## src/rtl/rail_seq_pkg.sv

```systemverilog
package rail_seq_pkg;

   typedef enum logic [2:0] {
      SQ_OFF    = 3'd0,
      SQ_RISE   = 3'd1,
      SQ_SETTLE = 3'd2,
      SQ_ON     = 3'd3,
      SQ_SWAP   = 3'd4,
      SQ_FALL   = 3'd5
   } seq_st_e;

   function automatic int unsigned cnt_width(input int unsigned a, input int unsigned b);
      int unsigned m;
      m = (a > b) ? a : b;
      return (m < 2) ? 1 : $clog2(m + 1);
   endfunction

endpackage

```

## src/rtl/rail_seq_posdec.sv

```systemverilog
module rail_seq_posdec #(
   parameter int unsigned NRAIL = 4,
   parameter int unsigned PW    = 2
) (
   input  logic [NRAIL*PW-1:0]          pos_cfg,
   output logic [NRAIL-1:0][NRAIL-1:0]  pos_mask
);

   // pos_mask[slot][rail] is 1 when that rail is assigned to that slot
   for (genvar k = 0; k < NRAIL; k++) begin : g_slot
      for (genvar r = 0; r < NRAIL; r++) begin : g_rail
         assign pos_mask[k][r] = (pos_cfg[r*PW +: PW] == PW'(k));
      end
   end

endmodule

```

## src/rtl/rail_seq_timer.sv

```systemverilog
module rail_seq_timer #(
   parameter int unsigned CW = 8
) (
   input  logic          clk,
   input  logic          rst_n,
   input  logic          clr,
   input  logic          inc,
   output logic [CW-1:0] cnt
);

   always_ff @(posedge clk or negedge rst_n) begin
      if (!rst_n) begin
         cnt <= '0;
      end else if (clr) begin
         cnt <= '0;
      end else if (inc) begin
         cnt <= cnt + CW'(1);
      end
   end

endmodule

```

## src/rtl/rail_seq_ctrl.sv

```systemverilog
module rail_seq_ctrl
   import rail_seq_pkg::*;
#(
   parameter int unsigned NRAIL    = 4,
   parameter int unsigned PW       = 2,
   parameter int unsigned STEP_CYC = 8,
   parameter int unsigned TMO_CYC  = 16,
   parameter int unsigned CW       = 5
) (
   input  logic                         clk,
   input  logic                         rst_n,
   input  logic [NRAIL-1:0][NRAIL-1:0]  pos_mask,
   input  logic [NRAIL-1:0]             tgt_en,
   input  logic                         up_req,
   input  logic                         down_req,
   input  logic                         mode_sw,
   input  logic [NRAIL-1:0]             uv,
   input  logic [CW-1:0]                cnt,
   output logic                         cnt_clr,
   output logic                         cnt_inc,
   output seq_st_e                      st,
   output logic [NRAIL-1:0]             rail_en,
   output logic                         busy,
   output logic                         fault
);

   localparam logic [PW-1:0] LAST     = PW'(NRAIL - 1);
   localparam logic [CW-1:0] STEP_END = CW'(STEP_CYC - 1);
   localparam logic [CW-1:0] TMO_END  = CW'(TMO_CYC - 1);

   seq_st_e          st_q, st_d;
   logic [PW-1:0]    step_q, step_d, step_nx, step_pv;
   logic [NRAIL-1:0] en_q, en_d;
   logic [NRAIL-1:0] tgt_q, tgt_d;
   logic [NRAIL-1:0] new_q, new_d;
   logic             flt_q, flt_d;
   logic             step_done, tmo_done, go_down;

   assign step_nx   = step_q + PW'(1);
   assign step_pv   = step_q - PW'(1);
   assign step_done = (cnt == STEP_END);
   assign tmo_done  = (cnt == TMO_END);

   always_comb begin
      st_d    = st_q;
      step_d  = step_q;
      en_d    = en_q;
      tgt_d   = tgt_q;
      new_d   = new_q;
      flt_d   = flt_q;
      cnt_clr = 1'b0;
      cnt_inc = 1'b0;
      go_down = 1'b0;
      unique case (st_q)
         SQ_OFF: begin
            if (up_req) begin
               st_d    = SQ_RISE;
               step_d  = '0;
               tgt_d   = tgt_en;
               flt_d   = 1'b0;
               en_d    = tgt_en & pos_mask[0];
               cnt_clr = 1'b1;
            end
         end
         SQ_RISE: begin
            if (step_done) begin
               cnt_clr = 1'b1;
               if (step_q == LAST) begin
                  st_d = SQ_SETTLE;
               end else begin
                  step_d = step_nx;
                  en_d   = en_q | (tgt_q & pos_mask[step_nx]);
               end
            end else begin
               cnt_inc = 1'b1;
            end
         end
         SQ_SETTLE: begin
            if ((en_q & uv) == '0) begin
               st_d    = SQ_ON;
               cnt_clr = 1'b1;
            end else if (tmo_done) begin
               flt_d   = 1'b1;
               go_down = 1'b1;
            end else begin
               cnt_inc = 1'b1;
            end
         end
         SQ_ON: begin
            if (down_req) begin
               go_down = 1'b1;
            end else if (mode_sw) begin
               st_d    = SQ_SWAP;
               tgt_d   = tgt_en;
               new_d   = tgt_en & ~en_q;
               en_d    = en_q | tgt_en;
               cnt_clr = 1'b1;
            end
         end
         SQ_SWAP: begin
            if ((new_q & uv) == '0) begin
               st_d    = SQ_ON;
               en_d    = tgt_q;
               cnt_clr = 1'b1;
            end else if (tmo_done) begin
               flt_d   = 1'b1;
               go_down = 1'b1;
            end else begin
               cnt_inc = 1'b1;
            end
         end
         SQ_FALL: begin
            if (step_done) begin
               cnt_clr = 1'b1;
               if (step_q == '0) begin
                  st_d = SQ_OFF;
               end else begin
                  step_d = step_pv;
                  en_d   = en_q & ~pos_mask[step_pv];
               end
            end else begin
               cnt_inc = 1'b1;
            end
         end
         default: begin
            st_d = SQ_OFF;
            en_d = '0;
         end
      endcase
      // power-down starts from the last slot
      if (go_down) begin
         st_d    = SQ_FALL;
         step_d  = LAST;
         cnt_clr = 1'b1;
         cnt_inc = 1'b0;
         en_d    = en_q & ~pos_mask[LAST];
      end
   end

   always_ff @(posedge clk or negedge rst_n) begin
      if (!rst_n) begin
         st_q   <= SQ_OFF;
         step_q <= '0;
         en_q   <= '0;
         tgt_q  <= '0;
         new_q  <= '0;
         flt_q  <= 1'b0;
      end else begin
         st_q   <= st_d;
         step_q <= step_d;
         en_q   <= en_d;
         tgt_q  <= tgt_d;
         new_q  <= new_d;
         flt_q  <= flt_d;
      end
   end

   assign st      = st_q;
   assign rail_en = en_q;
   assign fault   = flt_q;
   assign busy    = (st_q == SQ_RISE) || (st_q == SQ_SETTLE) ||
                    (st_q == SQ_SWAP) || (st_q == SQ_FALL);

endmodule

```

## src/rtl/rail_seq_pgood.sv

```systemverilog
module rail_seq_pgood #(
   parameter int unsigned NRAIL    = 4,
   parameter bit          OV_CHECK = 1'b1
) (
   input  logic             clk,
   input  logic             rst_n,
   input  logic             in_on,
   input  logic             in_swap,
   input  logic             vchg,
   input  logic             wd_en,
   input  logic             wd_exp,
   input  logic [NRAIL-1:0] rail_en,
   input  logic [NRAIL-1:0] uv,
   input  logic [NRAIL-1:0] ov,
   output logic             sys_rst_n
);

   logic [NRAIL-1:0] bad;
   logic             hold;

   if (OV_CHECK) begin : g_window
      assign bad = rail_en & (uv | ov);
   end else begin : g_low_only
      assign bad = rail_en & uv & ~(ov & ~ov);
   end

   assign hold = (wd_en & wd_exp) |
                 ~(in_on | in_swap) |
                 (in_on & ~vchg & (|bad));

   always_ff @(posedge clk or negedge rst_n) begin
      if (!rst_n) begin
         sys_rst_n <= 1'b0;
      end else begin
         sys_rst_n <= ~hold;
      end
   end

endmodule

```

## src/rtl/rail_sequencer.sv

```systemverilog
module rail_sequencer
   import rail_seq_pkg::*;
#(
   parameter int unsigned NRAIL    = 4,
   parameter int unsigned PW       = (NRAIL > 1) ? $clog2(NRAIL) : 1,
   parameter int unsigned STEP_CYC = 100000,
   parameter int unsigned TMO_CYC  = 250000,
   parameter bit          OV_CHECK = 1'b1
) (
   input  logic                 clk,
   input  logic                 rst_n,
   input  logic [NRAIL*PW-1:0]  pos_cfg,
   input  logic [NRAIL-1:0]     tgt_en,
   input  logic                 up_req,
   input  logic                 down_req,
   input  logic                 mode_sw,
   input  logic [NRAIL-1:0]     uv,
   input  logic [NRAIL-1:0]     ov,
   input  logic                 vchg,
   input  logic                 wd_en,
   input  logic                 wd_exp,
   output logic [NRAIL-1:0]     rail_en,
   output logic                 sys_rst_n,
   output logic                 busy,
   output logic                 seq_fault
);

   localparam int unsigned CW = cnt_width(STEP_CYC, TMO_CYC);

   if (NRAIL < 2) begin : g_chk_nrail
      $error("rail_sequencer: NRAIL must be at least 2");
   end
   if (PW < $clog2(NRAIL)) begin : g_chk_pw
      $error("rail_sequencer: PW too narrow for NRAIL slots");
   end
   if (STEP_CYC < 1 || TMO_CYC < 1) begin : g_chk_time
      $error("rail_sequencer: STEP_CYC and TMO_CYC must be nonzero");
   end

   logic [NRAIL-1:0][NRAIL-1:0] pos_mask;
   logic [CW-1:0]               cnt;
   logic                        cnt_clr, cnt_inc;
   seq_st_e                     st;

   rail_seq_posdec #(.NRAIL(NRAIL), .PW(PW)) u_posdec (
      .pos_cfg  (pos_cfg),
      .pos_mask (pos_mask)
   );

   rail_seq_timer #(.CW(CW)) u_timer (
      .clk   (clk),
      .rst_n (rst_n),
      .clr   (cnt_clr),
      .inc   (cnt_inc),
      .cnt   (cnt)
   );

   rail_seq_ctrl #(
      .NRAIL    (NRAIL),
      .PW       (PW),
      .STEP_CYC (STEP_CYC),
      .TMO_CYC  (TMO_CYC),
      .CW       (CW)
   ) u_ctrl (
      .clk      (clk),
      .rst_n    (rst_n),
      .pos_mask (pos_mask),
      .tgt_en   (tgt_en),
      .up_req   (up_req),
      .down_req (down_req),
      .mode_sw  (mode_sw),
      .uv       (uv),
      .cnt      (cnt),
      .cnt_clr  (cnt_clr),
      .cnt_inc  (cnt_inc),
      .st       (st),
      .rail_en  (rail_en),
      .busy     (busy),
      .fault    (seq_fault)
   );

   rail_seq_pgood #(.NRAIL(NRAIL), .OV_CHECK(OV_CHECK)) u_pgood (
      .clk       (clk),
      .rst_n     (rst_n),
      .in_on     (st == SQ_ON),
      .in_swap   (st == SQ_SWAP),
      .vchg      (vchg),
      .wd_en     (wd_en),
      .wd_exp    (wd_exp),
      .rail_en   (rail_en),
      .uv        (uv),
      .ov        (ov),
      .sys_rst_n (sys_rst_n)
   );

endmodule

```

## config.mk

```make
export PLATFORM = sky130hd
export DESIGN_NAME = rail_sequencer
export DESIGN_NICKNAME = d
export VERILOG_FILES = /design/src/rtl/rail_seq_pkg.sv /design/src/rtl/rail_seq_posdec.sv /design/src/rtl/rail_seq_timer.sv /design/src/rtl/rail_seq_ctrl.sv /design/src/rtl/rail_seq_pgood.sv /design/src/rtl/rail_sequencer.sv
export SDC_FILE = /design/constraint.sdc
export NUM_CORES = 1
export LEC_CHECK = 0
export BUFFER_PORTS_ARGS = -buffer_cell sky130_fd_sc_hd__buf_2
export CAP_MARGIN = 25
export CORE_MARGIN = 1
export CORE_UTILIZATION = 40
export DETAILED_ROUTE_END_ITERATION = 10
export PLACE_DENSITY = 0.68
export SLEW_MARGIN = 20
export SYNTH_ARGS = -nofsm -noshare
export SYNTH_HDL_FRONTEND = slang
export SYNTH_SLANG_ARGS = --single-unit
```

## constraint.sdc

```tcl
create_clock -name clk -period 1.9 [get_ports clk]
set_input_delay 0.285 -clock clk [delete_from_list [all_inputs] [get_ports clk]]
set_output_delay 0.285 -clock clk [all_outputs]
set_load 0.02 [all_outputs]
```

==> out/summary.txt <==
Worst EP arrival -> 2240 ps
worst-path maximum fanout -> 18
Buf/Inv on CP -> 1
Post-synth EDFFs -> 0
FFs w/ async S/R, synth -> 1.000
row cnt -> 29
crit path from -> u_ctrl.rail_en[2]$_DFFE_PN0P_
GR Overflow Total -> 0
area of the die -> 6906 um^2
internal power -> 0.002405 W
CTS Buffer Depth -> 2
Reg-to-Reg Start -> u_ctrl.rail_en[2]$_DFFE_PN0P_
RSZ-0062 raised after global routing -> true
# IOs -> 35
Initial Utilization -> 0.4144
clock network power share -> 0.177
adder-cell share of the synthesized area -> 0.01427
XOR/XNOR Fraction of Synth Area -> 0.03994
chip width -> 83.11 um
leakage -> 1.613 nW
CP Cell Sequence -> a222oi_1 > nand2_1 > a32o_2 > a21bo_4 > nand4b_4 > buf_12 > a21oi_2
worst hold path startpoint -> wd_exp
via-per-instance ratio -> 6.004
Worst-Margin Slew -> 414.4 ps
ys flop type -> dfrtp_1
area grow syn2layout -> 42.03%
Root Buffer -> clkbuf_8
syn nets -> 337
GR Util All Layers -> 0.2405
routed len/inst -> 16.96 um
Synth Area in Simple Gates -> 0.2387
failing checks -> DRC, setup timing
pin count of the biggest net entering global routing -> 19
DR pass1 iterations -> 10
min-delay worst type -> input port to flip-flop
post-DP HPWL -> 5528 um
Num CTS Buffers -> 5
Critical Path RT -> 2120 ps
Synth Instances -> 306
slowest cell on the critical path -> dfrtp_2
DR DRC count -> 2
sequential fraction of the synthesis area -> 0.3519
combinational family with the most area after synthesis -> compound AO/OA/AOI/OAI gates
Gate power share -> 0.555
first-pass GRT wire length -> 13410 um
commonest non-fill, non-tap cell in the layout -> buf_4
Tot Pwr -> 0.004156 W
outcome -> finished with violations
highest-count cells in the layout ignoring fill and taps -> buf_4 (71), dfrtp_1 (36), buf_2 (34)
kind of critical path -> flip-flop to flip-flop
Hold Path End -> u_pgood.sys_rst_n$_DFF_PN0_
slew margin rel. -> 0.7201
vias in the first global route -> 2820
final setup vio count -> 26
core box area -> 6350 um^2
IO buf count -> 34
antenna-violating nets left -> 0
Distinct cells, synth -> 56
peak supply drop -> 0.5835 mV
Die Y-Extent -> 83.11 um
Iter 0 DRT Violations -> 269
worst-case reg-to-reg path depth -> 7
max cap viols -> 0
fraction of power consumed by sequential logic -> 0.268
flops & latches, synth -> 37
via count -> 2930
top achievable clock speed -> 495.8 MHz
mux contribution to synthesized area -> 0.03233
diode count -> 0
Clock Latency Late Sink -> 300 ps
WL final -> 8278 um
cell family with most CP delay -> compound AO/OA/AOI/OAI gates
Final WS setup -> -117.0 ps
Ys Warns -> 0
crit path capture type -> flip-flop
clk slew on worst S/H paths -> 80 ps
power density cells -> 1112 nW/um^2
Placer Congestion -> 0.9501
antenna violations before repair -> 0
Tcrit/Tclk final -> 1.062
CTS tree -> yes
DP Worst Slack -> -320.7 ps
sw power -> 0.001751 W
share of cells above drive strength 1 -> 0.4258
Finished Core Util -> 0.5886
max-slew violations -> 0
Min Clock Period, post-route -> 2017 ps
worst reg2reg setup slack -> -120 ps
Setup crit start kind -> flip-flop
Fin. Hold Viols -> 0
CTS sink count -> 37
H-tree levels -> 2
RR Endpoint -> u_timer.cnt[11]$_DFFE_PN0P_
slowest cell delay on critical path -> 410 ps
Synth Area in Compound Gates -> 0.2672
Mapped Avg Cell Area -> 8.599 um^2
Switching Share -> 0.4214
nets -> 441
Min-Delay Path Depth -> 2
Mapped Area -> 2631 um^2
Layout Skew -> 6.520 ps
==> cells by family after synthesis <==
group,Yosys count
flip-flops,37
adder cells (fa/ha/maj),3
buffers and inverters,31
AND/OR/NAND/NOR,109
AO/OA/AOI/OAI,106
multiplexers,8
XOR/XNOR,12
==> power groups by stage <==
stage,combinational [W],sequential [W],clock [W]
6_report,0.00231,0.00111,0.000737
3_5_place_dp,0.00202,0.00112,0
3_3_place_gp,0.00198,0.00111,0
2_1_floorplan,0.00124,0.00111,0
5_1_grt,0.00248,0.00113,0.000774
4_1_cts,0.00215,0.00111,0.000743
==> sequential cells by signal, summed over array words and instances (netlist names) <==
register,cells
u_ctrl.step_q,2
u_pgood.sys_rst_n,1
u_ctrl.tgt_q,4
u_ctrl.fault,1
u_timer.cnt,18
u_ctrl.new_q,4
u_ctrl.st,3
u_ctrl.rail_en,4
==> worst max-delay path by stage <==
stage	end	cells past startpoint	slack (ps)
after global routing	u_timer.cnt[17]$_DFFE_PN0P_	7	-230
after floorplan	u_timer.cnt[15]$_DFFE_PN0P_	7	-150
after CTS	u_timer.cnt[3]$_DFFE_PN0P_	7	-120
final	u_timer.cnt[11]$_DFFE_PN0P_	7	-120
after detailed placement	u_timer.cnt[0]$_DFFE_PN0P_	7	-320
after global placement	u_timer.cnt[0]$_DFFE_PN0P_	7	-210
==> synthesized netlist by cell type, types with 4 or more instances <==
| library cell | instances | share of area |
|---|---|---|
| nand4_1 | 5 | 0.012 |
| or4_1 | 7 | 0.020 |
| nor2_1 | 16 | 0.023 |
| a22oi_1 | 5 | 0.014 |
| mux2_2 | 4 | 0.017 |
| nor3_1 | 5 | 0.0095 |
| a21oi_1 | 21 | 0.040 |
| dfrtp_1 | 37 | 0.35 |
| a31oi_1 | 6 | 0.014 |
| a211oi_1 | 8 | 0.023 |
| or3_1 | 7 | 0.017 |
| nand2_1 | 27 | 0.039 |
| inv_1 | 14 | 0.020 |
| o31ai_1 | 8 | 0.023 |
| o21ai_0 | 28 | 0.053 |
| mux2i_1 | 4 | 0.015 |
| a21oi_2 | 8 | 0.027 |
| o211ai_1 | 4 | 0.011 |
| xor2_1 | 9 | 0.030 |
| clkbuf_1 | 7 | 0.010 |
| nand3_1 | 20 | 0.038 |
==> what timing repair did <==
action / 4_1_cts / 5_1_grt
pin swaps: 8 / 2
setup buffers: 4 / 2
endpoints found under the hold margin: 10 / 0
gates resized for setup: 27 / 14
endpoints found under the setup margin: 27 / 27
hold buffers: 1 / 0
gates cloned: 2 / 0
==> through the flow <==
stage | cells | hold WS (ps) | instance area, um^2 | setup TNS, ps
global placement | 471 | 171.6 | 3364 | -3059
finish | 488 | 144.5 | 3737 | -2406
global route | 488 | 160.9 | 3737 | -4648
detailed placement | 471 | 184.0 | 3364 | -4544
floorplan | 306 | -10.59 | 2664 | -1924
CTS | 486 | 149.4 | 3647 | -1784
==> routing by layer <==
| layer | global-route usage | vias to the layer above | part of all wire |
|---|---|---|---|
| li1 | - | 1374 | - |
| met1 | 0.3241 | 1418 | 0.44 |
| met4 | 0.09091 | 0 | 0.021 |
| met3 | 0.04175 | 19 | 0.061 |
| met5 | 0 | - | 0 |
| met2 | 0.3860 | 119 | 0.48 |
==> final cells by class <==
| type | instances | area (um^2) |
|---|---|---|
| Timing Repair Buffer | 110 | 767.0 |
| Clock buffer | 7 | 86.33 |
| Fill cell | 529 | 2613 |
| Sequential cell | 37 | 927.1 |
| Clock inverter | 1 | 30.03 |
| Inverter | 16 | 60.06 |
| Multi-Input combinational cell | 240 | 1770 |
| Tap cell | 77 | 96.34 |
(Power assumes the default switching activity.)
